<file path="config.mk">
export PLATFORM = sky130hd
export DESIGN_NAME = cmp_match_out
export DESIGN_NICKNAME = d
export VERILOG_FILES = /design/src/rtl/cmp_match_pkg.sv /design/src/rtl/cmp_edge_det.sv /design/src/rtl/cmp_set_bank.sv /design/src/rtl/cmp_tgl_bank.sv /design/src/rtl/cmp_match_out.sv
export SDC_FILE = /design/constraint.sdc
export NUM_CORES = 1
export LEC_CHECK = 0
export ABC_AREA = 1
export CORE_MARGIN = 10
export CORE_UTILIZATION = 50
export DETAILED_ROUTE_END_ITERATION = 8
export DONT_BUFFER_PORTS = 1
export PLACE_DENSITY = 0.69
export SLEW_MARGIN = 20
export SYNTH_ARGS = -nofsm -noshare
export SYNTH_HDL_FRONTEND = slang
export SYNTH_HIERARCHICAL = 1
export SYNTH_SLANG_ARGS = --single-unit
</file>
<file path="constraint.sdc">
create_clock -name clk -period 0.86 [get_ports clk]
set_input_delay 0.172 -clock clk [delete_from_list [all_inputs] [get_ports clk]]
set_output_delay 0.172 -clock clk [all_outputs]
set_load 0.01 [all_outputs]
</file>
<file path="src/rtl/cmp_match_pkg.sv">
package cmp_match_pkg;
   localparam int unsigned DEF_TMR_W   = 16;
   localparam int unsigned DEF_NUM_SET = 6;
   localparam int unsigned DEF_NUM_TGL = 2;
   localparam int unsigned DEF_REG_W   = 8;

   // events produced by the two compare paths in one cycle
   typedef struct packed {
      logic set_evt;
      logic tgl_evt;
   } match_evt_t;
endpackage

</file>
<file path="src/rtl/cmp_edge_det.sv">
module cmp_edge_det #(
   parameter int unsigned TMR_W    = 16,
   parameter bit          ONE_SHOT = 1'b1
) (
   input  logic             clk,
   input  logic             rst_n,
   input  logic [TMR_W-1:0] timer_val,
   input  logic [TMR_W-1:0] cmp_val,
   output logic             evt
);
   logic eq;

   assign eq = (timer_val == cmp_val);

   generate
      if (ONE_SHOT) begin : g_one_shot
         logic eq_prev;
         always_ff @(posedge clk or negedge rst_n) begin
            if (!rst_n) eq_prev <= 1'b0;
            else        eq_prev <= eq;
         end
         assign evt = eq & ~eq_prev;
      end else begin : g_level
         assign evt = eq;
      end
   endgenerate
endmodule

</file>
<file path="src/rtl/cmp_set_bank.sv">
module cmp_set_bank #(
   parameter int unsigned NUM_SET = 6
) (
   input  logic               clk,
   input  logic               rst_n,
   input  logic               evt,
   input  logic               wr_en,
   input  logic [NUM_SET-1:0] wr_bits,
   input  logic               clr_en,
   input  logic [NUM_SET-1:0] clr_mask,
   output logic [NUM_SET-1:0] en_q,
   output logic [NUM_SET-1:0] set_q
);
   generate
      for (genvar i = 0; i < NUM_SET; i++) begin : g_pin
         logic hit;
         logic wipe;
         assign hit  = evt & en_q[i];
         assign wipe = clr_en & clr_mask[i];

         always_ff @(posedge clk or negedge rst_n) begin
            if (!rst_n) begin
               en_q[i]  <= 1'b0;
               set_q[i] <= 1'b0;
            end else begin
               if (wr_en) en_q[i] <= wr_bits[i];
               if (hit)       set_q[i] <= 1'b1;
               else if (wipe) set_q[i] <= 1'b0;
            end
         end
      end
   endgenerate
endmodule

</file>
<file path="src/rtl/cmp_tgl_bank.sv">
module cmp_tgl_bank #(
   parameter int unsigned NUM_TGL = 2
) (
   input  logic               clk,
   input  logic               rst_n,
   input  logic               evt,
   input  logic [NUM_TGL-1:0] tgl_en,
   output logic [NUM_TGL-1:0] tgl_q
);
   generate
      for (genvar j = 0; j < NUM_TGL; j++) begin : g_ff
         always_ff @(posedge clk or negedge rst_n) begin
            if (!rst_n)                tgl_q[j] <= 1'b1;
            else if (evt && tgl_en[j]) tgl_q[j] <= ~tgl_q[j];
         end
      end
   endgenerate
endmodule

</file>
<file path="src/rtl/cmp_match_out.sv">
module cmp_match_out
   import cmp_match_pkg::*;
#(
   parameter int unsigned TMR_W    = DEF_TMR_W,
   parameter int unsigned NUM_SET  = DEF_NUM_SET,
   parameter int unsigned NUM_TGL  = DEF_NUM_TGL,
   parameter int unsigned REG_W    = DEF_REG_W,
   parameter bit          ONE_SHOT = 1'b1
) (
   input  logic               clk,
   input  logic               rst_n,
   input  logic [TMR_W-1:0]   timer_val,
   input  logic [TMR_W-1:0]   cmp_set_val,
   input  logic [TMR_W-1:0]   cmp_tgl_val,
   input  logic [NUM_TGL-1:0] tgl_en,
   input  logic               reg_wr,
   input  logic [REG_W-1:0]   reg_wdata,
   output logic [REG_W-1:0]   reg_rdata,
   input  logic               clr_en,
   input  logic [NUM_SET-1:0] clr_mask,
   output logic [NUM_SET-1:0] set_out,
   output logic [NUM_TGL-1:0] tgl_out
);
   localparam int unsigned USED_W = NUM_SET + NUM_TGL;

   generate
      if (USED_W != REG_W) begin : g_bad_layout
         $error("cmp_match_out: NUM_SET + NUM_TGL must equal REG_W");
      end
      if (TMR_W < 1 || NUM_SET < 1 || NUM_TGL < 1) begin : g_bad_size
         $error("cmp_match_out: widths and counts must be nonzero");
      end
   endgenerate

   match_evt_t         evts;
   logic [NUM_SET-1:0] en_q;

   cmp_edge_det #(.TMR_W(TMR_W), .ONE_SHOT(ONE_SHOT)) u_det_set (
      .clk(clk), .rst_n(rst_n), .timer_val(timer_val),
      .cmp_val(cmp_set_val), .evt(evts.set_evt)
   );

   cmp_edge_det #(.TMR_W(TMR_W), .ONE_SHOT(ONE_SHOT)) u_det_tgl (
      .clk(clk), .rst_n(rst_n), .timer_val(timer_val),
      .cmp_val(cmp_tgl_val), .evt(evts.tgl_evt)
   );

   cmp_set_bank #(.NUM_SET(NUM_SET)) u_set (
      .clk(clk), .rst_n(rst_n), .evt(evts.set_evt),
      .wr_en(reg_wr), .wr_bits(reg_wdata[NUM_SET-1:0]),
      .clr_en(clr_en), .clr_mask(clr_mask),
      .en_q(en_q), .set_q(set_out)
   );

   cmp_tgl_bank #(.NUM_TGL(NUM_TGL)) u_tgl (
      .clk(clk), .rst_n(rst_n), .evt(evts.tgl_evt),
      .tgl_en(tgl_en), .tgl_q(tgl_out)
   );

   // upper bits of the write data have no destination
   assign reg_rdata = {tgl_out, en_q};
endmodule

</file>
==> metrics.md <==
| Metric | Value |
|---|---|
| Post-Syn Instances | 253 |
| First-pass DRT Iterations | 4 |
| CTS sink cnt | 16 |
| R2R Path End | u_tgl/tgl_q[1] |
| WL/cell | 11.4 um |
| Critical Path RT | 0.69 ns |
| Die area | 5110 um^2 |
| Register clock-pin slew on the reported worst setup and hold paths | 0.09 ns |
| Synthesized area | 1330 um^2 |
| Slew @ Worst Pin | 0.684 ns |
| Clock Tree Buf Depth | 2 |
| Share of layout cells above drive strength 1 | 15.0% |
| Maxcap violations | 0 |
| Final ANT Viol Nets | 0 |
| Final Hold Vio Count | 8 |
| Slew HR | 54.4% |
| RSZ-0062 raised after global routing | true |
| Initial antenna violation count | 0 |
| Crit path kind | flip-flop to primary output |
| First-pass GRT wire length | 5.24 mm |
| Maximum vdd drop | 1.45 mV |
| TritonCTS clock tree | built |
| DR vias/cell | 4.41 |
| Routed wire length | 3.31 mm |
| Syn Area/Cell | 5.24 um^2 |
| Final Power | 1.51 mW |
| Pwr dens | 983 nW/um^2 |
| DIE HEIGHT | 71.5 um |
| Sequential-to-total area share from yosys stat | 30.4% |
| Root Buffer | clkbuf_4 |
| Pleak | 1.01 nW |
| Synthesized flop and latch total | 16 |
| CTS Buf Count | 3 |
| Ant diodes | 0 |
| Max frequency | 949 MHz |
| Reg2reg start | u_tgl/tgl_q[1] |
| Final Net Count | 329 |
| GP Congestion | 0.687 |
| # IOs | 84 |
| Initial Utilization | 53.1% |
| Setup violators final | 16 |
| Vias in the first global route | 1,206 |
| Startpoint Class | flip-flop |
| Core box area | 2500 um^2 |
| Setup WS post-layout | -0.194 ns |
| Failing checks | negative hold slack, negative setup slack |
| Synth area leaders | nand2_1 (33%), dfrtp_1 (26%), inv_1 (18%) |
| Tcrit/Tclk final | 123% |
| Minimum clock period | 1.05 ns |
| Std cell rows | 18 |
| HP Class | primary input to async pin |
| Crit end category | primary output |
| Clk Latency, worst-skew pair | 0.28 ns |
| Ys Warns | 6 |
| Area post-placement | 1370 um^2 |
| Hold_ws | -0.00742 ns |
| Post-Layout Inst Area | 1540 um^2 |
| Setup Skew | 0.00783 ns |
| Drc violations | 0 |
| R2R depth | 3 |
| PortBufs | 0 |
| Congestion Overflow GR | 0 |
| DRT iter0 DRCs | 24 |
| Worst path depth | 0 |
| Fin. max-slew vios | 0 |
| Yosys top cell area share | 33.4% |
| Largest net degree at the start of global routing | 17 |
| Critical path peak fanout | 4 |
| CTS H-tree lvls | 1 |
| DR vias | 1,278 |
| Synth area leader | nand2_1 |
| Gr usage total | 12.2% |
| Detailed Place HPWL | 2.79 mm |
| Critical Path AT | 0.88 ns |
| Status | finished, violations left |
| Synth-to-layout area growth | 15.9% |
| Chip width | 71.5 um |
| Internal reg-to-reg setup slack | 0.01 ns |
| Synth Net Count | 321 |
| Yosys cell types | 12 |
state kept, by name, summed over array words and instances (netlist names):
name / count
u_set/en_q: 6
u_set/set_q: 6
u_tgl/tgl_q: 2
u_det_set/g_one_shot.eq_prev: 1
u_det_tgl/g_one_shot.eq_prev: 1
repair_timing:
item / in CTS / in global routing
endpoints found under the hold margin: 22 / 2
setup buffers: 0 / 1
hold buffers: 2 / 3
setup endpoints to repair: 17 / 39
gates resized for setup: 0 / 34
pin swaps: 0 / 26
power breakdown:
part	total, mW	switching [mW]	leakage [nW]	internal (mW)
combinational	0.306	0.158	0.795	0.148
clock	0.386	0.207	0.0150	0.180
sequential	0.818	0.0399	0.204	0.779
layer usage:
layer | routed length, um | vias to the layer above | track usage [%]
met5 | 0 | - | 0
met4 | 22 | 0 | 2.58
met3 | 513 | 2 | 7.71
met2 | 1570 | 49 | 21.2
met1 | 1200 | 506 | 12.0
li1 | - | 721 | -
cells in the mapped netlist:
cell type,instances
nand2_1,118
inv_1,62
nor2_1,44
dfrtp_1,14
o21ai_1,3
buf_4,2
dfstp_2,2
nand3_1,2
nor2_2,2
o21ai_0,2
buf_6,1
o21ai_2,1
cell families after synthesis:
family                 share of synthesized area, %
AO/OA/AOI/OAI                                  2.55
buffers and inverters                          19.5
flip-flops                                     30.4
AND/OR/NAND/NOR                                47.5
layout by cell type (no fill, tap or decap):
cell	n
nand2_1	106
inv_1	57
nor2_1	32
dfrtp_1	13
nand2_2	12
nor2_4	9
nor2_2	5
clkbuf_4	3
inv_2	3
o21ai_1	3
dlygate4sd3_1	3
dlymetal6s4s_1	2
inv_4	2
o21ai_0	2
nand3_1	2
dfstp_2	2
clkbuf_1	1
buf_4	1
o21ai_2	1
dfrtp_2	1
worst max-delay path by stage:
stage                              start        endpoint
after floorplan           cmp_tgl_val[5]  u_tgl/tgl_q[1]
after global placement      timer_val[5]  u_tgl/tgl_q[1]
after detailed placement  cmp_tgl_val[5]  u_tgl/tgl_q[1]
after CTS                 u_tgl/tgl_q[1]      tgl_out[1]
after global routing      u_tgl/tgl_q[1]    reg_rdata[7]
final                     u_tgl/tgl_q[1]    reg_rdata[7]
metrics by stage:
step           utilization, %  worst slack [ns]  std cells  hold slack (ns)  TNS [ns]
3_3_place_gp             54.9            -0.237        280           -0.123     -1.80
4_1_cts                  56.8            -0.208        286          0.00229     -1.25
6_report                 61.5            -0.194        290         -0.00742     -1.05
2_1_floorplan               -           -0.0710        253           -0.124    -0.343
3_5_place_dp             54.9            -0.250        280           -0.123     -1.78
5_1_grt                  61.5            -0.239        290         0.000701     -1.85
layout make-up:
class                           instances  area, um^2
Fill cell                             257         962
Multi-Input combinational cell        172         769
Sequential cell                        16         404
Inverter                               62         238
Timing Repair Buffer                    6        62.6
Tap cell                               30        37.5
Clock buffer                            4        26.3
No activity file was read; power rests on OpenSTA's default activity.
